**src/rtl/sdh_irq_pkg.sv**
```systemverilog
package sdh_irq_pkg;

    localparam int BIT_CMD_DONE  = 0;
    localparam int BIT_XFER_DONE = 1;
    localparam int BIT_GAP       = 2;
    localparam int BIT_DMA       = 3;
    localparam int BIT_BUF_WR    = 4;
    localparam int BIT_BUF_RD    = 5;
    localparam int BIT_CARD      = 8;
    localparam int BIT_BOOT      = 10;
    localparam int BIT_ERR_SUM   = 15;
    localparam int BIT_CMD_TMO   = 16;
    localparam int BIT_CMD_CRC   = 17;
    localparam int BIT_CMD_END   = 18;
    localparam int BIT_CMD_IDX   = 19;
    localparam int BIT_DAT_TMO   = 20;
    localparam int BIT_DAT_CRC   = 21;
    localparam int ERR_FIELD_HI  = 24;
    localparam int MIN_REG_W     = ERR_FIELD_HI + 1;

    // every implemented position (stored bits plus the computed summary)
    function automatic logic [63:0] impl_mask();
        logic [63:0] m;
        m = '0;
        for (int i = BIT_CMD_DONE; i <= BIT_BUF_RD; i++) m[i] = 1'b1;
        m[BIT_CARD]    = 1'b1;
        m[BIT_BOOT]    = 1'b1;
        m[BIT_ERR_SUM] = 1'b1;
        for (int i = BIT_CMD_TMO; i <= BIT_DAT_CRC; i++) m[i] = 1'b1;
        return m;
    endfunction

    typedef struct packed {
        logic busy_p;
        logic rd_p;
        logic wr_p;
        logic tmo_seen;
    } edge_state_t;

endpackage

```
**src/rtl/sdh_irq_events.sv**
```systemverilog
module sdh_irq_events
    import sdh_irq_pkg::*;
#(
    parameter int REG_W = 32
) (
    input  logic             clk,
    input  logic             rst_n,
    input  logic             cmd_busy,
    input  logic             rd_active,
    input  logic             dat_active,
    input  logic             xfer_is_read,
    input  logic             ev_gap_stop,
    input  logic             ev_dma,
    input  logic             ev_buf_wr,
    input  logic             ev_buf_rd,
    input  logic             ev_card,
    input  logic             ev_boot,
    input  logic             ev_cmd_tmo,
    input  logic             ev_cmd_crc,
    input  logic             ev_cmd_end,
    input  logic             ev_cmd_idx,
    input  logic             ev_dat_tmo,
    input  logic             ev_dat_crc,
    output logic [REG_W-1:0] set_o
);

    edge_state_t st_d, st_q;
    logic        busy_rise;
    logic        busy_fall;
    logic        cmd_done;
    logic        xfer_done;

    always_comb begin
        st_d        = st_q;
        st_d.busy_p = cmd_busy;
        st_d.rd_p   = rd_active;
        st_d.wr_p   = dat_active;

        busy_rise = cmd_busy & ~st_q.busy_p;
        busy_fall = ~cmd_busy & st_q.busy_p;

        // a new command starts with no timeout recorded
        if (busy_rise) st_d.tmo_seen = 1'b0;
        if (ev_cmd_tmo && cmd_busy) st_d.tmo_seen = 1'b1;

        cmd_done  = busy_fall & ~ev_cmd_tmo & ~st_q.tmo_seen;
        xfer_done = xfer_is_read ? (st_q.rd_p & ~rd_active)
                                 : (st_q.wr_p & ~dat_active);

        set_o                = '0;
        set_o[BIT_CMD_DONE]  = cmd_done;
        set_o[BIT_XFER_DONE] = xfer_done | ev_gap_stop;
        set_o[BIT_GAP]       = ev_gap_stop;
        set_o[BIT_DMA]       = ev_dma;
        set_o[BIT_BUF_WR]    = ev_buf_wr;
        set_o[BIT_BUF_RD]    = ev_buf_rd;
        set_o[BIT_CARD]      = ev_card;
        set_o[BIT_BOOT]      = ev_boot;
        set_o[BIT_CMD_TMO]   = ev_cmd_tmo;
        set_o[BIT_CMD_CRC]   = ev_cmd_crc;
        set_o[BIT_CMD_END]   = ev_cmd_end;
        set_o[BIT_CMD_IDX]   = ev_cmd_idx;
        set_o[BIT_DAT_TMO]   = ev_dat_tmo;
        set_o[BIT_DAT_CRC]   = ev_dat_crc;
    end

    always_ff @(posedge clk) begin
        if (!rst_n) st_q <= '0;
        else        st_q <= st_d;
    end

endmodule

```
**src/rtl/sdh_irq_regs.sv**
```systemverilog
module sdh_irq_regs
    import sdh_irq_pkg::*;
#(
    parameter int REG_W = 32
) (
    input  logic             clk,
    input  logic             rst_n,
    input  logic [REG_W-1:0] set_i,
    input  logic             reg_wr,
    input  logic             reg_sel,
    input  logic [REG_W-1:0] reg_wdata,
    output logic [REG_W-1:0] reg_rdata,
    output logic [REG_W-1:0] stat_view_o,
    output logic [REG_W-1:0] en_o
);

    localparam logic [63:0]      FULL_MASK  = impl_mask();
    localparam logic [REG_W-1:0] IMPL_MASK  = FULL_MASK[REG_W-1:0];
    localparam logic [REG_W-1:0] STORE_MASK = IMPL_MASK & ~(REG_W'(1) << BIT_ERR_SUM);

    typedef struct packed {
        logic [REG_W-1:0] stat;
        logic [REG_W-1:0] en;
    } regs_t;

    regs_t            r_d, r_q;
    logic [REG_W-1:0] clr_vec;
    logic             err_sum;

    always_comb begin
        r_d     = r_q;
        clr_vec = (reg_wr && !reg_sel) ? reg_wdata : '0;
        // a set in the same cycle as a clear keeps the bit
        r_d.stat = ((r_q.stat & ~clr_vec) | set_i) & STORE_MASK;
        if (reg_wr && reg_sel) r_d.en = reg_wdata & IMPL_MASK;

        err_sum                  = |r_q.stat[ERR_FIELD_HI:BIT_ERR_SUM+1];
        stat_view_o              = r_q.stat;
        stat_view_o[BIT_ERR_SUM] = err_sum;
        en_o                     = r_q.en;
        reg_rdata                = reg_sel ? r_q.en : stat_view_o;
    end

    always_ff @(posedge clk) begin
        if (!rst_n) r_q <= '0;
        else        r_q <= r_d;
    end

endmodule

```
**src/rtl/sdh_irq_req.sv**
```systemverilog
module sdh_irq_req #(
    parameter int REG_W = 32
) (
    input  logic             clk,
    input  logic             rst_n,
    input  logic [REG_W-1:0] stat_i,
    input  logic [REG_W-1:0] en_i,
    output logic             irq_o
);

    logic irq_d, irq_q;

    always_comb begin
        irq_d = |(stat_i & en_i);
    end

    always_ff @(posedge clk) begin
        if (!rst_n) irq_q <= 1'b0;
        else        irq_q <= irq_d;
    end

    assign irq_o = irq_q;

endmodule

```
**src/rtl/sdh_irq_ctrl.sv**
```systemverilog
module sdh_irq_ctrl
    import sdh_irq_pkg::*;
#(
    parameter int REG_W = 32
) (
    input  logic             clk,
    input  logic             rst_n,
    input  logic             cmd_busy,
    input  logic             rd_active,
    input  logic             dat_active,
    input  logic             xfer_is_read,
    input  logic             ev_gap_stop,
    input  logic             ev_dma,
    input  logic             ev_buf_wr,
    input  logic             ev_buf_rd,
    input  logic             ev_card,
    input  logic             ev_boot,
    input  logic             ev_cmd_tmo,
    input  logic             ev_cmd_crc,
    input  logic             ev_cmd_end,
    input  logic             ev_cmd_idx,
    input  logic             ev_dat_tmo,
    input  logic             ev_dat_crc,
    input  logic             reg_wr,
    input  logic             reg_sel,
    input  logic [REG_W-1:0] reg_wdata,
    output logic [REG_W-1:0] reg_rdata,
    output logic             irq_o
);

    logic [REG_W-1:0] set_w;
    logic [REG_W-1:0] stat_w;
    logic [REG_W-1:0] en_w;

    generate
        if (REG_W < MIN_REG_W) begin : g_bad_width
            initial $error("REG_W must cover the error field");
        end
    endgenerate

    sdh_irq_events #(.REG_W(REG_W)) events_i (
        .clk          (clk),
        .rst_n        (rst_n),
        .cmd_busy     (cmd_busy),
        .rd_active    (rd_active),
        .dat_active   (dat_active),
        .xfer_is_read (xfer_is_read),
        .ev_gap_stop  (ev_gap_stop),
        .ev_dma       (ev_dma),
        .ev_buf_wr    (ev_buf_wr),
        .ev_buf_rd    (ev_buf_rd),
        .ev_card      (ev_card),
        .ev_boot      (ev_boot),
        .ev_cmd_tmo   (ev_cmd_tmo),
        .ev_cmd_crc   (ev_cmd_crc),
        .ev_cmd_end   (ev_cmd_end),
        .ev_cmd_idx   (ev_cmd_idx),
        .ev_dat_tmo   (ev_dat_tmo),
        .ev_dat_crc   (ev_dat_crc),
        .set_o        (set_w)
    );

    sdh_irq_regs #(.REG_W(REG_W)) regs_i (
        .clk         (clk),
        .rst_n       (rst_n),
        .set_i       (set_w),
        .reg_wr      (reg_wr),
        .reg_sel     (reg_sel),
        .reg_wdata   (reg_wdata),
        .reg_rdata   (reg_rdata),
        .stat_view_o (stat_w),
        .en_o        (en_w)
    );

    sdh_irq_req #(.REG_W(REG_W)) req_i (
        .clk    (clk),
        .rst_n  (rst_n),
        .stat_i (stat_w),
        .en_i   (en_w),
        .irq_o  (irq_o)
    );

endmodule

```
**config.mk**
```make
export PLATFORM = sky130hd
export DESIGN_NAME = sdh_irq_ctrl
export DESIGN_NICKNAME = d
export VERILOG_FILES = /design/src/rtl/sdh_irq_pkg.sv /design/src/rtl/sdh_irq_events.sv /design/src/rtl/sdh_irq_regs.sv /design/src/rtl/sdh_irq_req.sv /design/src/rtl/sdh_irq_ctrl.sv
export SDC_FILE = /design/constraint.sdc
export NUM_CORES = 1
export LEC_CHECK = 0
export BUFFER_PORTS_ARGS = -buffer_cell sky130_fd_sc_hd__buf_2
export CAP_MARGIN = 10
export CORE_ASPECT_RATIO = 0.6
export CORE_MARGIN = 4
export CORE_UTILIZATION = 41
export DETAILED_ROUTE_END_ITERATION = 6
export GPL_ROUTABILITY_DRIVEN = 1
export PLACE_DENSITY = 0.75
export SYNTH_ARGS = -nofsm -noshare
export SYNTH_HDL_FRONTEND = slang
export SYNTH_SLANG_ARGS = --single-unit
```
**constraint.sdc**
```tcl
create_clock -name clk -period 1.2 [get_ports clk]
set_clock_uncertainty 0.1 [all_clocks]
set_input_delay 0.06 -clock clk [delete_from_list [all_inputs] [get_ports clk]]
set_output_delay 0.06 -clock clk [all_outputs]
set_load 0.005 [all_outputs]
```
Word-level counts from Yosys, hierarchy flattened
Index checks and enable logic that the tools add are counted.
{"block": "word_totals", "register_bits": 34, "input_bits": 52, "out_inout_bits": 33, "elab_cells": 36}
{"block": "classes", "muxes": 5, "bitwise_logic": 17, "reduce_logical": 7}
{"cell": "$and A22 B22 Y22", "count": 2}
{"cell": "$mux W22", "count": 2}
{"cell": "$reduce_or A32 Y1", "count": 1}
{"cell": "$not A22 Y22", "count": 1}
{"cell": "$or A22 B22 Y22", "count": 1}
{"cell": "$reduce_or A9 Y1", "count": 1}
{"cell": "$and A1 B1 Y1", "count": 6}
{"cell": "$not A1 Y1", "count": 6}
{"cell": "$logic_and A1 B1 Y1", "count": 3}
{"cell": "$mux W1", "count": 3}
{"cell": "$reduce_bool A2 Y1", "count": 1}
{"cell": "$logic_not A1 Y1", "count": 1}
{"cell": "$or A1 B1 Y1", "count": 1}

Longest topological paths before layout
Gate-level depths: netlist (run 1).
{"block": "depth", "depth_word": 6, "depth_mapped": 6, "depth_no_buf": 3}

By module
A second synthesis (run 1) with hierarchy kept.
{"block": "hier_totals", "hier_cells": 271, "hier_area_um2": 2419.8}
{"module": "sdh_irq_regs", "instances": 1, "cells_per_inst": 202, "area_per_inst_um2": 1853.0, "seq_area_each_um2": 580.6}
{"module": "sdh_irq_events", "instances": 1, "cells_per_inst": 47, "area_per_inst_um2": 385.4, "seq_area_each_um2": 80.1}
{"module": "sdh_irq_req", "instances": 1, "cells_per_inst": 22, "area_per_inst_um2": 181.4, "seq_area_each_um2": 20.0}

Least setup slack after synthesis (run 1)
Ideal clock, no wire load.
{"block": "synth_path", "path_kind": "register to register", "startpoint": "register regs_i.r_q (netlist bit regs_i.stat_view_o[16])", "endpoint": "register req_i.irq_q (netlist: req_i.irq_o)", "setup_time_ns": 0.120, "arrival_time_ns": 0.924, "t_required_ns": 0.980, "slack_ns": 0.057, "path_stages_with_launch": 4, "path_buffers": 0, "synth_period_minus_slack_ns": 1.143, "cell_sequence": "dfxtp_1 > nor4_2 > a21boi_0 > o31a_1"}
{"block": "synth_via", "elab_chain_len": 3}
{"element": "from (decl)", "line_no": "sdh_irq_regs.sv:26", "source": "regs_t r_d, r_q;"}
{"element": "from (signal assigned)", "line_no": "sdh_irq_regs.sv:46", "source": "else r_q <= r_d;"}
{"element": "$reduce_or A9 Y1", "line_no": "sdh_irq_regs.sv:37", "source": "err_sum = |r_q.stat[ERR_FIELD_HI:BIT_ERR_SUM+1];"}
{"element": "$and A22 B22 Y22 (*)", "line_no": "sdh_irq_req.sv:14", "source": "irq_d = |(stat_i & en_i);"}
{"element": "$reduce_or A32 Y1 (*)", "line_no": "sdh_irq_req.sv:14"}
{"element": "to (signal assigned)", "line_no": "sdh_irq_req.sv:19", "source": "else irq_q <= irq_d;"}
{"element": "to (decl)", "line_no": "sdh_irq_req.sv:11", "source": "logic irq_d, irq_q;"}
Mark *: on every way between the ends. The rest lies on a longest branch, timed or not.
A chain may end at the register's enable or synchronous reset.

Worst setup path in the final report (run 1)
{"block": "layout_path", "startpoint": "register regs_i.r_q (netlist bit regs_i.stat_view_o[16])", "endpoint": "output port reg_rdata[15]"}
{"block": "layout_via", "elab_chain_len": 2}
{"element": "$reduce_or A9 Y1", "line_no": "sdh_irq_regs.sv:37"}
{"element": "$mux W22", "line_no": "sdh_irq_regs.sv:41", "source": "reg_rdata = reg_sel ? r_q.en : stat_view_o;"}
{"element": "to (decl)", "line_no": "sdh_irq_ctrl.sv:27", "source": "output logic [REG_W-1:0] reg_rdata,"}
Every way passes these cells.

==> results.cfg, run 1 <==
[run_status]
status = finished with violations
violations_in_the_final_reports = negative setup slack

[synth]
synthesis.yosys.warnings = 0
yosys.area_share.adder = 0
largest_family_of_logic_cells_by_synthesized_area = compound AO/OA/AOI/OAI gates
yosys.area_share.simple = 0.126
synth_cell_types = 27
synth_compound_area_frac = 0.261
synth.top_cells.by_area = sky130_fd_sc_hd__dfxtp_1 40%, sky130_fd_sc_hd__mux2_2 9.9%, sky130_fd_sc_hd__a21boi_0 8.8%
synth-main-ff-cell = sky130_fd_sc_hd__dfxtp_1
yosysTopAreaCellShare = 0.397
leading_area_contributor_after_synthesis = sky130_fd_sc_hd__dfxtp_1
synth_edf_count = 0
synth_most_common_cell = sky130_fd_sc_hd__dfxtp_1
area_share_of_xor_xnor_cells_in_the_synthesized_design = 0
postSynthCellCount = 177
synth_area_per_cell_sq_um = 9.68
postSynthRegisterBits = 34
mux_contribution_to_synthesized_area = 0.0985
syn-cell-area_sq_um = 1710
synth_top_cells_by_count = 34 x sky130_fd_sc_hd__dfxtp_1, 33 x sky130_fd_sc_hd__nand2_1, 20 x sky130_fd_sc_hd__a21boi_0
synth_sequential_area_ratio = 0.397
synthArstFlopShare = 0

[layout]
antenna_cells_inserted = 0
layout-drive-gt1-share = 0.395
layout.filler_cells = 322
post_layout_nonfiller_instances = 320
nNetsFinal = 315
syn2layout_area_growth_pct = 43.1
postLayoutCoreUtil = 0.637

[drt]
route.met2.wl_microns = 1960
detail_route.drc_violations = 0
maxUsedRoutingLayer = met4
route.layer.met1.wl_microns = 1990
drtAntennaViolNets = 0
detail_route.iter0.violations = 57
detailedRoute.firstPassIterationCount = 4
vias = 1477
wl_met3_microns = 266
viasPerCell = 4.62
wl_microns = 4280
detail_route.wl_per_cell_microns = 13.4

[placement]
gp_congestion = 0.759
place.port_buffers = 50
hpwlAfterDp_microns = 2810
dp_cells = 280

[sta]
worst_hold_slack_ps = 58.1
finalSetupViolCount = 4
maxClockFrequency_mhz = 661
slew_viol_final = 0
layout_worst_path_cycle_share = 1.26
unrepaired_setup_endpoints_after_global_routing = yes
timing_hold_violations_final = 0
setup_slack_ps = -313
final.min_clock_period_ps = 1510

[power]
report.power.total_uw = 2530
max_rail_drop_vdd_uv = 561
power.density_cell_area_nw_per_um2 = 1030
reported_leakage_power_uw = 0.00106

[critical_path]
worst_ep_arrival_time_ps = 1350
cp-start-kind = flop
critical_path_peak_fanout = 2
setup.worst_path.class = reg -> out
cp_data_required_time_ps = 1040
category_of_the_worst_setup_path_capture_point = output port

[floorplanning]
fp.dieW_microns = 91.5
dieArea_sq_um = 5310
die_outline_height_microns = 58.1
num_io_pins = 85
initial_utilization = 0.445
std_cell_rows = 17
core_area_sq_um = 3850

[clock_network]
tritoncts = yes
clock_sinks = 34
ctsRootBufferMaster = sky130_fd_sc_hd__clkbuf_8
clkSlewWorstSetupHoldPaths_ps = 60
clockBufferDepth = 2
htreeDepth = 2
cts_inserted_buffers = 5
insertion_delay_ps = 280

[global_routing]
grt_max_degree = 35
grt.overflow.total = 0
grt_first_pass_wirelength_microns = 6900
first_global_vias = 1444
grt.total_usage = 0.165
number_of_antenna_violations_at_the_first_check_in_global_routing = 0

[min_path]
hp_class = in -> reg

[flow_run]
max-cap-violations = 0
cell type report:
cell class              instances  area [sq um]  share of cell area
repair buffers                 89           676               0.276
multi-input cells             132           923               0.377
clock buffers                   7          76.3              0.0311
flip-flops and latches         34           702               0.286
well taps                      57          71.3              0.0291
inverters                       1          3.75             0.00153
power by group:
part / internal [uW] / leakage [uW] / switching, uW
sequential: 1200 / 0.000285 / 53.2
combinational: 303 / 0.000738 / 199
clock: 399 / 0.0000383 / 381
through the flow:
stage | cell area, sq um | setup WS, ps | setup TNS, ps
after CTS | 2390 | -354 | -475
after detailed placement | 1970 | -66.4 | -87.3
final | 2450 | -313 | -612
after global placement | 1970 | -20.7 | -20.7
after global routing | 2450 | -346 | -739
after floorplan | 1770 | 56.7 | 0
registers in the layout, indices dropped and copies added (netlist names):
signal / cells
events_i.st_q: 4
regs_i.en_o: 15
regs_i.stat_view_o: 14
req_i.irq_o: 1
timing repair:
item,in CTS,in global routing
endpoints found under the hold margin,32,0
gates resized for setup,10,17
endpoints found under the setup margin,4,12
cloned,0,0
pin swaps,2,1
setup buffers,1,2
hold buffers,30,0
routing by layer:
| layer | global-route usage | vias to the layer above |
|---|---|---|
| met3 | 0.0493 | 7 |
| met1 | 0.221 | 668 |
| li1 | - | 752 |
| met2 | 0.256 | 50 |
| met5 | 0 | - |
| met4 | 0.0515 | 0 |
worst max-delay path, stage by stage, from the launching register on:
cell and delay (ps):
sky130_fd_sc_hd__dfxtp_4 350, sky130_fd_sc_hd__nor4_4 270, sky130_fd_sc_hd__nand2_1 80, sky130_fd_sc_hd__mux2_2 260, sky130_fd_sc_hd__buf_2 130
placed cells by master (no fill, tap or decap), drive strengths merged, types with 2 or more instances in the layout:
| cell | instances |
|---|---|
| conb | 17 |
| a22oi | 7 |
| dfxtp | 34 |
| dlygate4sd3 | 30 |
| a21boi | 31 |
| o31a | 2 |
| and2 | 4 |
| buf | 59 |
| mux2 | 15 |
| clkbuf | 7 |
| nand2 | 33 |
| o21a | 13 |
| o21ai | 2 |
cell families after synthesis:
group           Yosys count
mux                      15
simple gates             45
compound gates           55
buf+inv                  27
flops                    34
other cells               1
worst paths after layout:
path,cells after the start,end,slack (ps),start
worst max register to register,5,req_i.irq_o,-150,regs_i.stat_view_o[16]
worst min register to register,2,regs_i.en_o[5],370,regs_i.en_o[5]
worst min-delay path,4,regs_i.stat_view_o[1],60,xfer_is_read
worst max-delay path,4,reg_rdata[15],-310,regs_i.stat_view_o[16]
Power figures use the tool's default switching activity.
==> inputs of run 2 (changes only) <==
- SETUP_SLACK_MARGIN: not set -> 0.3
==> run 2 against run 1 <==
Effect of this change:
- the run still ends with negative setup slack left
- die area did not move
- power rose by 15%
- via count rose by 7.7%
- wire length rose by 18%
- critical path depth did not move
- combinational power rose by 20%
- clock power rose by 35%
- cell count rose by 2.8%
- hold slack got worse by 9.8 ps
- core utilization rose by 7.0 points
- final area rose by 11%
- clock-buffer cell count did not move
- highest routed layer unchanged
==> results.cfg, run 2 (same netlist as run 1, synthesis figures left out) <==
[critical_path]
worst_ep_arrival_time_ps = 1370
critical_path_peak_fanout = 2
worst_path_largest_cell_delay_ps = 340
beginning_of_the_critical_path = regs_i.stat_view_o[18]
cp_cell_sequence = nor4_4, nand2_1, mux2_2, buf_2
regToRegSetupSlack_ps = -100
cp-start-kind = flop
setup.worst_path.class = reg -> out
timing.critical_path.max_delay_family = simple AND/OR/NAND/NOR gates
crit-reg2reg-capture = req_i.irq_o
cp_slowest_cell = sky130_fd_sc_hd__dfxtp_2
worst_r2r_path_depth = 5
cp_num_cells = 4
r2r-start = regs_i.stat_view_o[18]
critPathBufInv = 1
category_of_the_worst_setup_path_capture_point = output port
cp_data_required_time_ps = 1040
critPathCapture = reg_rdata[15]

[min_path]
hp_class = in -> reg
hold_path_startpoint = ev_cmd_tmo

[clock_network]
cts_inserted_buffers = 5
clockBufferDepth = 2
htreeDepth = 2
ctsRootBufferMaster = sky130_fd_sc_hd__clkbuf_8
tritoncts = yes
clkSlewWorstSetupHoldPaths_ps = 70
clock_sinks = 34
insertion_delay_ps = 290

[power]
clockPowerShare = 0.360
power.density_cell_area_nw_per_um2 = 1070
max_rail_drop_vdd_uv = 607
power.combinational.fraction = 0.206
reported_leakage_power_uw = 0.00118
internal_power_uw = 2200
power.share.sequential = 0.434
power_switching_share = 0.247
power_switching_uw = 719

[drt]
vias = 1590
detail_route.drc_violations = 0
drtAntennaViolNets = 0
detail_route.iter0.violations = 35
detailedRoute.firstPassIterationCount = 4
viasPerCell = 4.83
wl_microns = 5070
detail_route.wl_per_cell_microns = 15.4

[layout]
layout.filler_cells = 283
antenna_cells_inserted = 0
leading_cell_types_in_the_layout_fill_and_taps_excluded = 36 x sky130_fd_sc_hd__buf_2, 33 x sky130_fd_sc_hd__nand2_1, 30 x sky130_fd_sc_hd__dlygate4sd3_1
post_layout_nonfiller_instances = 329
nNetsFinal = 323
layout-drive-gt1-share = 0.500
syn2layout_area_growth_pct = 58.7
number_of_flip_flops_under_the_largest_register_name = 15
most_common_cell_after_layout_fill_and_taps_aside = sky130_fd_sc_hd__buf_2

[placement]
hpwlAfterDp_microns = 2950
detailedPlace.worstSlack_ps = -29.5
dp_cells = 282
gp_congestion = 0.784
place.port_buffers = 50

[sta]
final.setup.tns_ps = -1110
setup_slack_ps = -325
final.min_clock_period_ps = 1530
layout_worst_path_cycle_share = 1.27
finalSetupViolCount = 8
unrepaired_setup_endpoints_after_global_routing = yes
maxClockFrequency_mhz = 656
timing_hold_violations_final = 0
worst_hold_slack_ps = 48.2
slew_viol_final = 0

[global_routing]
grt_first_pass_wirelength_microns = 7380
grt_max_degree = 35
number_of_antenna_violations_at_the_first_check_in_global_routing = 0
first_global_vias = 1565
grt.overflow.total = 0
grt.total_usage = 0.180

[run_status]
status = finished with violations
violations_in_the_final_reports = negative setup slack

[floorplanning]
die_outline_height_microns = 58.1
dieArea_sq_um = 5310
num_io_pins = 85
core_area_sq_um = 3850
fp.dieW_microns = 91.5
initial_utilization = 0.445
std_cell_rows = 17

[flow_run]
max-cap-violations = 0
[run 2: cell count changes in the layout (fill, tap and decap cells not counted), moves of 2 or more]
| cell | previous run | this run |
|---|---|---|
| sky130_fd_sc_hd__a21boi_0 | 19 | 10 |
| sky130_fd_sc_hd__a21boi_1 | 1 | 8 |
| sky130_fd_sc_hd__a21boi_2 | 11 | 13 |
| sky130_fd_sc_hd__a22oi_1 | 7 | 1 |
| sky130_fd_sc_hd__a22oi_2 | 0 | 6 |
| sky130_fd_sc_hd__buf_2 | 46 | 36 |
| sky130_fd_sc_hd__buf_4 | 5 | 8 |
| sky130_fd_sc_hd__buf_6 | 6 | 20 |
| sky130_fd_sc_hd__dfxtp_1 | 23 | 9 |
| sky130_fd_sc_hd__dfxtp_2 | 8 | 22 |
| sky130_fd_sc_hd__mux2_2 | 11 | 3 |
| sky130_fd_sc_hd__mux2_4 | 4 | 12 |
[run 2: how the worst min path moves through the flow]
stage                                  to  slack, ps  depth (start not counted)
floorplan                events_i.st_q[1]         80                          1
global placement    regs_i.stat_view_o[3]        170                          2
detailed placement  regs_i.stat_view_o[3]        170                          2
CTS                 regs_i.stat_view_o[0]         20                          3
global route        regs_i.stat_view_o[0]         50                          3
finish              regs_i.stat_view_o[0]         50                          3
[run 2: layer usage]
| metal | track usage | wire length (microns) |
|---|---|---|
| met5 | 0 | 0 |
| met1 | 0.225 | 2250 |
| met3 | 0.0571 | 271 |
| met4 | 0.0451 | 67 |
| met2 | 0.303 | 2480 |
[run 2: stage by stage]
step / utilization / area [sq um] / total power (uW)
2_1_floorplan: - / 1780 / 1530
3_3_place_gp: 0.516 / 1990 / 1650
3_5_place_dp: 0.516 / 1990 / 1660
4_1_cts: 0.674 / 2590 / 2850
5_1_grt: 0.707 / 2720 / 3040
6_report: 0.707 / 2720 / 2920
[run 2: repair_timing]
item | CTS | global route
hold buffers | 30 | 1
pin swaps | 11 | 5
gates resized for setup | 45 | 37
endpoints found under the setup margin | 18 | 32
setup buffers | 5 | 4
endpoints found under the hold margin | 32 | 2
[run 2: layout make-up]
class,count,area [sq um],area share
multi-input cells,132,1010,0.370
repair buffers,97,813,0.299
flip-flops and latches,34,719,0.264
clock buffers,7,76.3,0.0281
well taps,57,71.3,0.0262
clock inverters,1,30.0,0.0110
inverters,1,3.75,0.00138
[run 2: power by group through the flow]
stage	logic (uW)	registers (uW)	clock network, uW
global route	650	1270	1120
CTS	541	1250	1060
detailed placement	387	1270	0
finish	601	1270	1050
global placement	381	1270	0
floorplan	272	1260	0
[run 2: worst reg2reg max path: cells and delay by family, from the launching register on]
kind | cells | cell delay (ps)
AOI/OAI and AO/OA | 2 | 390
DFF | 1 | 340
buffers and inverters | 2 | 240
and+or+nand+nor | 1 | 120
